`src/rtl/rob_pkg.sv`:
```
package rob_pkg;

    typedef enum logic [1:0] {
        ROB_KIND_REG    = 2'd0,
        ROB_KIND_STORE  = 2'd1,
        ROB_KIND_BRANCH = 2'd2,
        ROB_KIND_RSVD   = 2'd3
    } rob_kind_e;

endpackage

```
`src/rtl/rob_ptr_ctrl.sv`:
```
module rob_ptr_ctrl #(
    parameter int DEPTH = 8,
    localparam int TAG_W = $clog2(DEPTH),
    localparam int CNT_W = $clog2(DEPTH + 1)
) (
    input  logic             clk,
    input  logic             rst_n,
    input  logic             issue_fire,
    input  logic             commit_fire,
    input  logic             flush,
    output logic [TAG_W-1:0] head,
    output logic [TAG_W-1:0] tail,
    output logic             full
);

    typedef struct packed {
        logic [TAG_W-1:0] head;
        logic [TAG_W-1:0] tail;
        logic [CNT_W-1:0] count;
    } ptr_state_t;

    ptr_state_t st_d, st_q;

    always_comb begin
        st_d = st_q;
        if (flush) begin
            st_d.head  = '0;
            st_d.tail  = '0;
            st_d.count = '0;
        end else begin
            if (commit_fire) begin
                st_d.head = st_q.head + 1'b1;
            end
            if (issue_fire) begin
                st_d.tail = st_q.tail + 1'b1;
            end
            st_d.count = st_q.count + CNT_W'(issue_fire) - CNT_W'(commit_fire);
        end
    end

    always_ff @(posedge clk) begin
        if (!rst_n) begin
            st_q <= '0;
        end else begin
            st_q <= st_d;
        end
    end

    assign head = st_q.head;
    assign tail = st_q.tail;
    assign full = (st_q.count == CNT_W'(DEPTH));


    count_bound_chk: assert property (@(posedge clk) disable iff (!rst_n)
        st_q.count <= CNT_W'(DEPTH));


    ptr_consistent_chk: assert property (@(posedge clk) disable iff (!rst_n)
        TAG_W'(st_q.tail - st_q.head) == TAG_W'(st_q.count));


    head_advance_chk: assert property (@(posedge clk) disable iff (!rst_n)
        (commit_fire && !flush) |=> st_q.head == TAG_W'($past(st_q.head) + 1'b1));


    flush_empty_chk: assert property (@(posedge clk) disable iff (!rst_n)
        flush |=> (st_q.count == '0 && st_q.head == '0 && st_q.tail == '0));

endmodule

```
`src/rtl/rob_commit_sel.sv`:
```
module rob_commit_sel
    import rob_pkg::*;
(
    input  logic      head_valid,
    input  logic      head_ready,
    input  rob_kind_e head_kind,
    input  logic      head_mispredict,
    input  logic      head_exception,
    output logic      commit_fire,
    output logic      reg_we,
    output logic      mem_we,
    output logic      flush,
    output logic      exc
);

    always_comb begin
        commit_fire = head_valid && head_ready;
        reg_we      = 1'b0;
        mem_we      = 1'b0;
        flush       = 1'b0;
        exc         = 1'b0;
        if (commit_fire) begin
            if (head_exception) begin
                exc   = 1'b1;
                flush = 1'b1;
            end else begin
                unique case (head_kind)
                    ROB_KIND_REG:    reg_we = 1'b1;
                    ROB_KIND_STORE:  mem_we = 1'b1;
                    ROB_KIND_BRANCH: flush  = head_mispredict;
                    default:         flush  = 1'b0;
                endcase
            end
        end
    end

endmodule

```
`src/rtl/rob_lookup.sv`:
```
module rob_lookup #(
    parameter int DEPTH  = 8,
    parameter int REG_W  = 5,
    parameter int DATA_W = 32,
    localparam int TAG_W = $clog2(DEPTH)
) (
    input  logic [TAG_W-1:0]  head,
    input  logic [REG_W-1:0]  req_reg,
    input  logic              cand_valid [DEPTH],
    input  logic [REG_W-1:0]  cand_dest  [DEPTH],
    input  logic              cand_ready [DEPTH],
    input  logic [DATA_W-1:0] cand_value [DEPTH],
    output logic              hit,
    output logic              ready,
    output logic [DATA_W-1:0] value
);

    logic [TAG_W-1:0] idx;

    // Walk from oldest to youngest; the last match found is the youngest.
    always_comb begin
        hit   = 1'b0;
        ready = 1'b0;
        value = '0;
        idx   = '0;
        for (int k = 0; k < DEPTH; k++) begin
            idx = head + TAG_W'(k);
            if (cand_valid[idx] && cand_dest[idx] == req_reg) begin
                hit   = 1'b1;
                ready = cand_ready[idx];
                value = cand_value[idx];
            end
        end
    end

endmodule

```
`src/rtl/reorder_buffer.sv`:
```
module reorder_buffer
    import rob_pkg::*;
#(
    parameter int DEPTH  = 8,
    parameter int REG_W  = 5,
    parameter int DATA_W = 32,
    parameter int ADDR_W = 32,
    localparam int TAG_W = $clog2(DEPTH)
) (
    input  logic              clk,
    input  logic              rst_n,
    input  logic              issue_valid,
    input  logic [1:0]        issue_kind,
    input  logic [REG_W-1:0]  issue_dest,
    output logic              issue_ready,
    output logic [TAG_W-1:0]  issue_tag,
    input  logic              wb_valid,
    input  logic [TAG_W-1:0]  wb_tag,
    input  logic [DATA_W-1:0] wb_value,
    input  logic [ADDR_W-1:0] wb_addr,
    input  logic              wb_mispredict,
    input  logic              wb_exception,
    input  logic [REG_W-1:0]  opnd_reg,
    output logic              opnd_hit,
    output logic              opnd_ready,
    output logic [DATA_W-1:0] opnd_value,
    output logic              commit_reg_we,
    output logic [REG_W-1:0]  commit_reg_idx,
    output logic [DATA_W-1:0] commit_reg_data,
    output logic              commit_mem_we,
    output logic [ADDR_W-1:0] commit_mem_addr,
    output logic [DATA_W-1:0] commit_mem_data,
    output logic              flush,
    output logic [ADDR_W-1:0] flush_pc,
    output logic              exc_valid
);

    typedef struct packed {
        logic              valid;
        logic              ready;
        rob_kind_e         kind;
        logic [REG_W-1:0]  dest;
        logic [DATA_W-1:0] value;
        logic [ADDR_W-1:0] addr;
        logic              mispredict;
        logic              exception;
    } rob_entry_t;

    typedef struct packed {
        rob_entry_t [DEPTH-1:0] ent;
    } rob_state_t;

    rob_state_t       st_d, st_q;
    logic [TAG_W-1:0] head, tail;
    logic             full;
    logic             commit_fire;
    logic             flush_now;
    logic             issue_fire;
    rob_entry_t       head_ent;

    assign head_ent = st_q.ent[head];

    rob_commit_sel u_commit_sel (
        .head_valid      (head_ent.valid),
        .head_ready      (head_ent.ready),
        .head_kind       (head_ent.kind),
        .head_mispredict (head_ent.mispredict),
        .head_exception  (head_ent.exception),
        .commit_fire     (commit_fire),
        .reg_we          (commit_reg_we),
        .mem_we          (commit_mem_we),
        .flush           (flush_now),
        .exc             (exc_valid)
    );

    assign issue_ready = !full && !flush_now;
    assign issue_fire  = issue_valid && issue_ready;
    assign issue_tag   = tail;

    rob_ptr_ctrl #(.DEPTH(DEPTH)) u_ptr_ctrl (
        .clk         (clk),
        .rst_n       (rst_n),
        .issue_fire  (issue_fire),
        .commit_fire (commit_fire),
        .flush       (flush_now),
        .head        (head),
        .tail        (tail),
        .full        (full)
    );

    logic              lk_valid [DEPTH];
    logic [REG_W-1:0]  lk_dest  [DEPTH];
    logic              lk_ready [DEPTH];
    logic [DATA_W-1:0] lk_value [DEPTH];

    for (genvar g = 0; g < DEPTH; g++) begin : g_lk
        assign lk_valid[g] = st_q.ent[g].valid && (st_q.ent[g].kind == ROB_KIND_REG);
        assign lk_dest[g]  = st_q.ent[g].dest;
        assign lk_ready[g] = st_q.ent[g].ready;
        assign lk_value[g] = st_q.ent[g].value;
    end

    rob_lookup #(.DEPTH(DEPTH), .REG_W(REG_W), .DATA_W(DATA_W)) u_lookup (
        .head       (head),
        .req_reg    (opnd_reg),
        .cand_valid (lk_valid),
        .cand_dest  (lk_dest),
        .cand_ready (lk_ready),
        .cand_value (lk_value),
        .hit        (opnd_hit),
        .ready      (opnd_ready),
        .value      (opnd_value)
    );

    always_comb begin
        st_d = st_q;
        if (flush_now) begin
            for (int i = 0; i < DEPTH; i++) begin
                st_d.ent[i].valid = 1'b0;
                st_d.ent[i].ready = 1'b0;
            end
        end else begin
            if (wb_valid && st_q.ent[wb_tag].valid) begin
                st_d.ent[wb_tag].ready      = 1'b1;
                st_d.ent[wb_tag].value      = wb_value;
                st_d.ent[wb_tag].addr       = wb_addr;
                st_d.ent[wb_tag].mispredict = wb_mispredict;
                st_d.ent[wb_tag].exception  = wb_exception;
            end
            if (commit_fire) begin
                st_d.ent[head].valid = 1'b0;
                st_d.ent[head].ready = 1'b0;
            end
            if (issue_fire) begin
                st_d.ent[tail].valid      = 1'b1;
                st_d.ent[tail].ready      = 1'b0;
                st_d.ent[tail].kind       = rob_kind_e'(issue_kind);
                st_d.ent[tail].dest       = issue_dest;
                st_d.ent[tail].value      = '0;
                st_d.ent[tail].addr       = '0;
                st_d.ent[tail].mispredict = 1'b0;
                st_d.ent[tail].exception  = 1'b0;
            end
        end
    end

    always_ff @(posedge clk) begin
        if (!rst_n) begin
            st_q <= '0;
        end else begin
            st_q <= st_d;
        end
    end

    assign commit_reg_idx  = head_ent.dest;
    assign commit_reg_data = head_ent.value;
    assign commit_mem_addr = head_ent.addr;
    assign commit_mem_data = head_ent.value;
    assign flush           = flush_now;
    assign flush_pc        = head_ent.addr;


    commit_onehot_chk: assert property (@(posedge clk) disable iff (!rst_n)
        $onehot0({commit_reg_we, commit_mem_we, flush}));


    exc_no_write_chk: assert property (@(posedge clk) disable iff (!rst_n)
        exc_valid |-> (flush && !commit_reg_we && !commit_mem_we));


    post_flush_idle_chk: assert property (@(posedge clk) disable iff (!rst_n)
        flush |=> (!commit_reg_we && !commit_mem_we && !flush && !opnd_hit && issue_tag == '0));


    full_blocks_issue_chk: assert property (@(posedge clk) disable iff (!rst_n)
        (full && !commit_fire) |=> $stable(tail));

endmodule

```
`config.mk`:
```
export PLATFORM = sky130hd
export DESIGN_NAME = reorder_buffer
export DESIGN_NICKNAME = d
export VERILOG_FILES = /design/src/rtl/rob_pkg.sv /design/src/rtl/rob_ptr_ctrl.sv /design/src/rtl/rob_commit_sel.sv /design/src/rtl/rob_lookup.sv /design/src/rtl/reorder_buffer.sv
export SDC_FILE = /design/constraint.sdc
export NUM_CORES = 2
export LEC_CHECK = 0
export ABC_AREA = 1
export BUFFER_PORTS_ARGS = -buffer_cell sky130_fd_sc_hd__buf_2
export CAP_MARGIN = 40
export CORE_MARGIN = 3
export CORE_UTILIZATION = 50
export CTS_BUF_LIST = sky130_fd_sc_hd__clkbuf_4
export DETAILED_ROUTE_END_ITERATION = 10
export GPL_ROUTABILITY_DRIVEN = 0
export GPL_TIMING_DRIVEN = 0
export MAX_ROUTING_LAYER = met4
export PLACE_DENSITY = 0.68
export SYNTH_ARGS = -nofsm -noshare
export SYNTH_HDL_FRONTEND = slang
export SYNTH_SLANG_ARGS = --single-unit
```
`constraint.sdc`:
```
create_clock -name clk -period 5 [get_ports clk]
set_input_delay 0.5 -clock clk [delete_from_list [all_inputs] [get_ports clk]]
set_output_delay 0.5 -clock clk [all_outputs]
set_load 0.005 [all_outputs]
```
# Word level (Yosys, flattened, before mapping)
# Index checks and enable logic that the tools add are counted.
# word_totals
ram_bits,0
romBits,0
latch_bits,0
input_bits,85
wordCells,331
register_bits,610
n_memories,0
output_inout_bits,175
# classes
div,0
mul,0
bitwise_logic,9
n_addsub,10
muxes,185
n_eq_ne,11
n_shift,0
n_reduce_logical,35
n_lt_le_gt_ge,14
# ops
operator,n
600-bit bitwise mux,15
75-bit demux with 3-bit select,15
600-bit two-way mux,5
32-bit binary-select mux with 3-bit select,8
32-bit two-way mux,24
75-bit binary-select mux with 3-bit select,2
75-bit two-way mux,4
74-bit two-way mux,3
66-bit two-way mux,2
5-bit binary-select mux with 3-bit select,8
5-bit two-way mux,16
73-bit two-way mux,1
71-bit two-way mux,1
34-bit two-way mux,2
1-bit two-way mux,61
1-bit binary-select mux with 3-bit select,16
5-bit equality test,8
4-bit >= comparator (second input constant),8
3-bit NOT with 4-bit output,8
1-bit logical AND,23
2-bit logical NOT,9
3-bit adder (second input constant),4
3-bit by 4-bit less-than comparator with 1-bit output (second input constant),3
3-bit by 1-bit >= comparator with 1-bit output (second input constant),3
other kinds (11),15

# Logic depth before layout (Yosys ltp)
# logic_depth
depth_word,24
mapped_depth,31
ltp_nobuf,21

# Hierarchy
# From an unflattened synthesis, not the netlist that was laid out.
# hier_totals
hier_cells,9015
area_unflattened_um2,50219.4
# by_module_without_submodules
mod,instances,seq_area_each_um2,cells_each,area_each_um2
reorder_buffer,1,12011.5,5480,34812.1
rob_lookup,1,0.0,3456,14775.4
rob_ptr_ctrl,1,200.2,65,561.8
rob_commit_sel,1,0.0,14,70.1

# Worst setup path after synthesis
# Ideal clock, no wire load.
# synth_path
path_kind,reg-to-output
from,reg u_ptr_ctrl.st_q (netlist bit u_ptr_ctrl.head[1])
to,out opnd_value[22]
setup_slack_ns,0.491
path_buffers,11
arrival_time_ns,4.009
t_required_ns,4.500
path_stages_with_launch,28
cell_sequence,dfxtp_1 > buf_2 > inv_2 > buf_2 > buf_2 > clkbuf_1 > buf_2 > buf_2 > clkbuf_1 > ha_1 > inv_1 > buf_2 > clkbuf_1 > clkbuf_1 > clkbuf_1 > nand3_1 > nand2_1 > inv_1 > nand2_1 > o21ai_0 > o21ai_1 > inv_1 > nand2_1 > nand2_1 > nand2_1 > nand2_1 > nand2_1 > nand2_1
# synth_between
elab_chain_cells,14
word_cells_on_any_way,111
cone_classes,add/sub: 7; eq/ne: 8; mux: 80; bitwise: 8; reduce/logical: 8
# synth_rtl
element,line,text
"start, declared",rob_ptr_ctrl.sv:22,"ptr_state_t st_d, st_q;"
"start signal, assigned",rob_ptr_ctrl.sv:45,st_q <= st_d;
3-bit by 1-bit adder with 3-bit output / 3-bit NOT with 4-bit output (equally long branches),"rob_lookup.sv:27, rob_lookup.sv:28, rob_lookup.sv:31",
3-bit NOT with 4-bit output (implied by the code) / 5-bit binary-select mux with 3-bit select (equally long branches),"rob_lookup.sv:28, rob_lookup.sv:31",
5-bit binary-select mux with 3-bit select / 5-bit two-way mux (equally long branches),rob_lookup.sv:28,if (cand_valid[idx] && cand_dest[idx] == req_reg) begin
5-bit two-way mux (implied by the code),rob_lookup.sv:28,
5-bit two-way mux (implied by the code) / 5-bit equality test (equally long branches),rob_lookup.sv:28,
5-bit equality test / 1-bit logical AND (equally long branches),rob_lookup.sv:28,
1-bit logical AND / 32-bit two-way mux (equally long branches),rob_lookup.sv:28,
32-bit two-way mux (6 in a row),rob_lookup.sv:28,
32-bit two-way mux *,rob_lookup.sv:28,
"end, declared",reorder_buffer.sv:26,"output logic [DATA_W-1:0] opnd_value,"
# Mark *: on every way between the ends. The rest lies on a longest branch, timed or not. The select of a mux whose other input is x is not followed.

# Worst setup path after layout
# layout_path
from,reg u_ptr_ctrl.st_q (netlist bit u_ptr_ctrl.head[0])
to,out opnd_value[16]
# Same word-level chain as after synthesis.

==> metrics.md <==
| Metric | Value |
|---|---|
| Root Buffer | clkbuf_4 |
| Area Growth Syn to Fin | 17.2% |
| # nets final | 7206 |
| Final setup viols | 0 |
| Achievable Freq | 201 MHz |
| TritonCTS clock tree | done |
| Die area | 85500 µm² |
| # rows | around 100 |
| Distinct cells, synth | 50 |
| First-pass GRT wire length | ~260 mm |
| Crit path DAT | 4480 ps |
| Reg-to-Reg Start | u_ptr_ctrl.head[1]$_SDFFE_PP0P_ |
| TritonCTS buffer count | around 160 |
| GRT Util Overall | about two fifths |
| Clock Latency Late Sink | 1060 ps |
| CP endpoint kind | output port |
| Dominant synthesized flop cell | dfxtp_1 |
| Async set-reset flop share out of synthesis | 0% |
| Seq/Total Area, Yosys | 29.8% |
| Clk_skew | around 64 ps |
| GR Overflow Total | 0 |
| Final hold slack | 85.0 ps |
| Hold path endpoint | u_ptr_ctrl.tail[1]$_SDFFE_PP0N_ |
| Max-Slew Margin vs Limit | 35.6% |
| Worst VDD drop | 0.189 mV |
| Period utilization | 99.5% |
| Core area | between 80000 and 90000 µm² |
| Post-DR wirelength/cell | 21.9 µm |
| IO buf count | 179 |
| Unrepaired setup endpoints after global routing | yes |
| Synthesized area per cell | slightly above 6 µm² |
| Layout cells sized above 1 | 17.9% |
| Status | completed |
| Vias/cell | 5.79 |
| Least-Margin Pin Slew | 963 ps |
| Synth Cell Area | 41000 µm² |
| Clock transition at path regs | 60 ps |
| Fin cells | 8295 |
| Die Y | around 290 µm |
| EDFF count, synth | 0 |
| Worst Path Max Fanout | 10 |
| Number of global-route vias before repair | 42.9k |
| Crit path launch | u_ptr_ctrl.head[0]$_SDFFE_PP0P_ |
| Worst reg2reg endpoint | st_q[107]$_SDFFE_PN0P_ |
| Drt initial violations | between 6k and 7k |
| Max Cap Viol | 0 |
| Worst reg-to-reg path cell count | 19 |
| Initial core utilization | 50.7% |
| H-tree Lvls | 4 |
| Longest Clk Path Bufs | 3 |
| Cell Pwr Density | 221 nW/µm² |
| Flop2flop setup slack | 1510 ps |
| HP Start | rst_n |
| Remaining DRCs | 0 |
| Gate Count Post-Synth | 6624 |
| Syn_nets | slightly below 7k |
| Fin. Hold Viols | 0 |
| Crit path launch type | register |
| Vias | 48.0k |
| Cell Count Post-Placement | about 7.9k |
| Ports | 260 |
| Largest net degree at the start of global routing | 17 |
| Antenna Violating Nets Remaining | 0 |
| Critical Path RT | 4500 ps |
| Synth Warn # | 0 |
| Final min period | 4980 ps |
| Drt first pass iters | 9 |
| Post-synthesis register bit count | 610 |
| Clock sink count | between 600 and 700 |
| Critical path class | reg2out |
| Final Max Slew Viols | 0 |
| Hold Path Class | in2reg |
| Leak | 20.9 nW |
| Die W | 292 µm |
| Hold path depth | 5 |
| DPL Wire Length | around 140 mm |
| Final wirelength | roughly 180 mm |
| Initial antenna violation count | 14 |
-- logic make-up after synthesis --
| kind of cell | share of synthesized area, % |
|---|---|
| flip-flops | 29.8 |
| AND/OR/NAND/NOR | 40.7 |
| XOR/XNOR | 0.598 |
| multiplexers | 3.10 |
| buffers and inverters | 12.1 |
| AO/OA/AOI/OAI | 13.3 |
| adder cells (fa/ha/maj) | 0.415 |
-- metal layers --
| layer | global-route usage [%] | vias up | routed length (µm) |
|---|---|---|---|
| met3 | 12.1 | 689 | 25800 |
| li1 | - | 22309 | - |
| met2 | 61.2 | 3437 | 76500 |
| met4 | 21.7 | 0 | 10800 |
| met1 | 51.2 | 21593 | 68900 |
| met5 | - | - | 0 |
-- how the worst max path moves through the flow --
stage,to,slack [ps],cells past startpoint
2_1_floorplan,opnd_value[22],490,27
3_3_place_gp,opnd_ready,-2260,26
3_5_place_dp,opnd_ready,-1680,26
4_1_cts,opnd_value[4],-340,34
5_1_grt,opnd_value[3],-70,22
6_report,opnd_value[16],20,21
-- flip-flops by register name (all words and copies together) (netlist names) --
signal	cells
st_q	296
lk_value	256
lk_dest	40
lk_ready	8
u_ptr_ctrl.st_q	4
u_ptr_ctrl.head	3
u_ptr_ctrl.tail	3
-- through the flow --
step | power, mW | area (µm²) | setup slack [ps] | utilization (%) | setup TNS, ps
4_1_cts | 10.5 | 47200 | -336 | 58.3 | -10110
2_1_floorplan | 5.70 | 41000 | 491 | - | 0
6_report | 10.6 | 48100 | 23.3 | 59.4 | 0
3_5_place_dp | 6.03 | 43300 | -1680 | 53.5 | -55040
5_1_grt | 11.0 | 48100 | -71.0 | 59.4 | -459
3_3_place_gp | 6.01 | 43200 | -2260 | 53.4 | -75340
-- cell type report --
cell class	instances	area, µm²
antenna	21	52.6
buffer	620	3810
clock buffer	231	1730
clock inverter	36	299
fill	8062	32900
inverter	438	1680
multi-input combinational	4945	24400
sequential	610	12200
tap	1060	1330
timing repair buffer	333	2520
timing repair inverter	1	8.76
-- where the power goes --
part	switching [mW]	total, mW	internal, mW
combinational	0.745	1.09	0.349
clock	2.18	4.54	2.37
sequential	0.0562	4.98	4.92
total	2.98	10.6	7.64
-- layout by cell type (no fill, tap or decap), drive strengths merged, types with 78 or more instances in the layout --
cell / count
o21ai: 757
inv: 440
nor2: 1407
mux2i: 127
nor3: 535
nand2: 1359
dfxtp: 610
buf: 660
or2: 78
a21oi: 81
nand3: 350
clkbuf: 450
-- worst max-delay path, cell delays in order, from the launching register on --
cell	delay, ps
dfxtp_2	340
buf_4	110
buf_6	130
buf_8	150
buf_6	240
clkbuf_1	460
o21ai_0	350
o21ai_0	590
mux2i_1	210
inv_1	100
nand3_1	70
nand2_1	60
inv_1	30
nand2_1	80
nand2_1	60
nand2_1	50
nand2_1	50
nand2_1	50
nand2_1	50
nand2_1	60
nand2_1	60
buf_2	130
-- synth_stat cells (all sizes together) (12+ instances only) --
cell    count  share of area (%)
xor2       24               0.56
o21a       53               0.97
nor2     1407                 13
or2        78                1.2
a31oi      32               0.49
nand4      32               0.50
ha         12               0.37
o211ai     36               0.66
nand2    1359                 13
nand3     350                4.3
mux2i     127                3.1
buf       427                6.2
clkbuf    204                1.9
o22ai      45               0.69
o21ai     757                9.3
nor3      535                9.0
inv       436                4.0
dfxtp     610                 30
a21oi      81                1.0
-- what timing repair did --
action,in CTS,in global routing
setup buffers,28,34
endpoints found under the hold margin,538,0
setup endpoints to repair,99,63
hold buffers,74,0
resized for setup,271,201
cloned,7,8
pin swaps,24,39
Note: power is estimated with default switching activity, not from simulation.
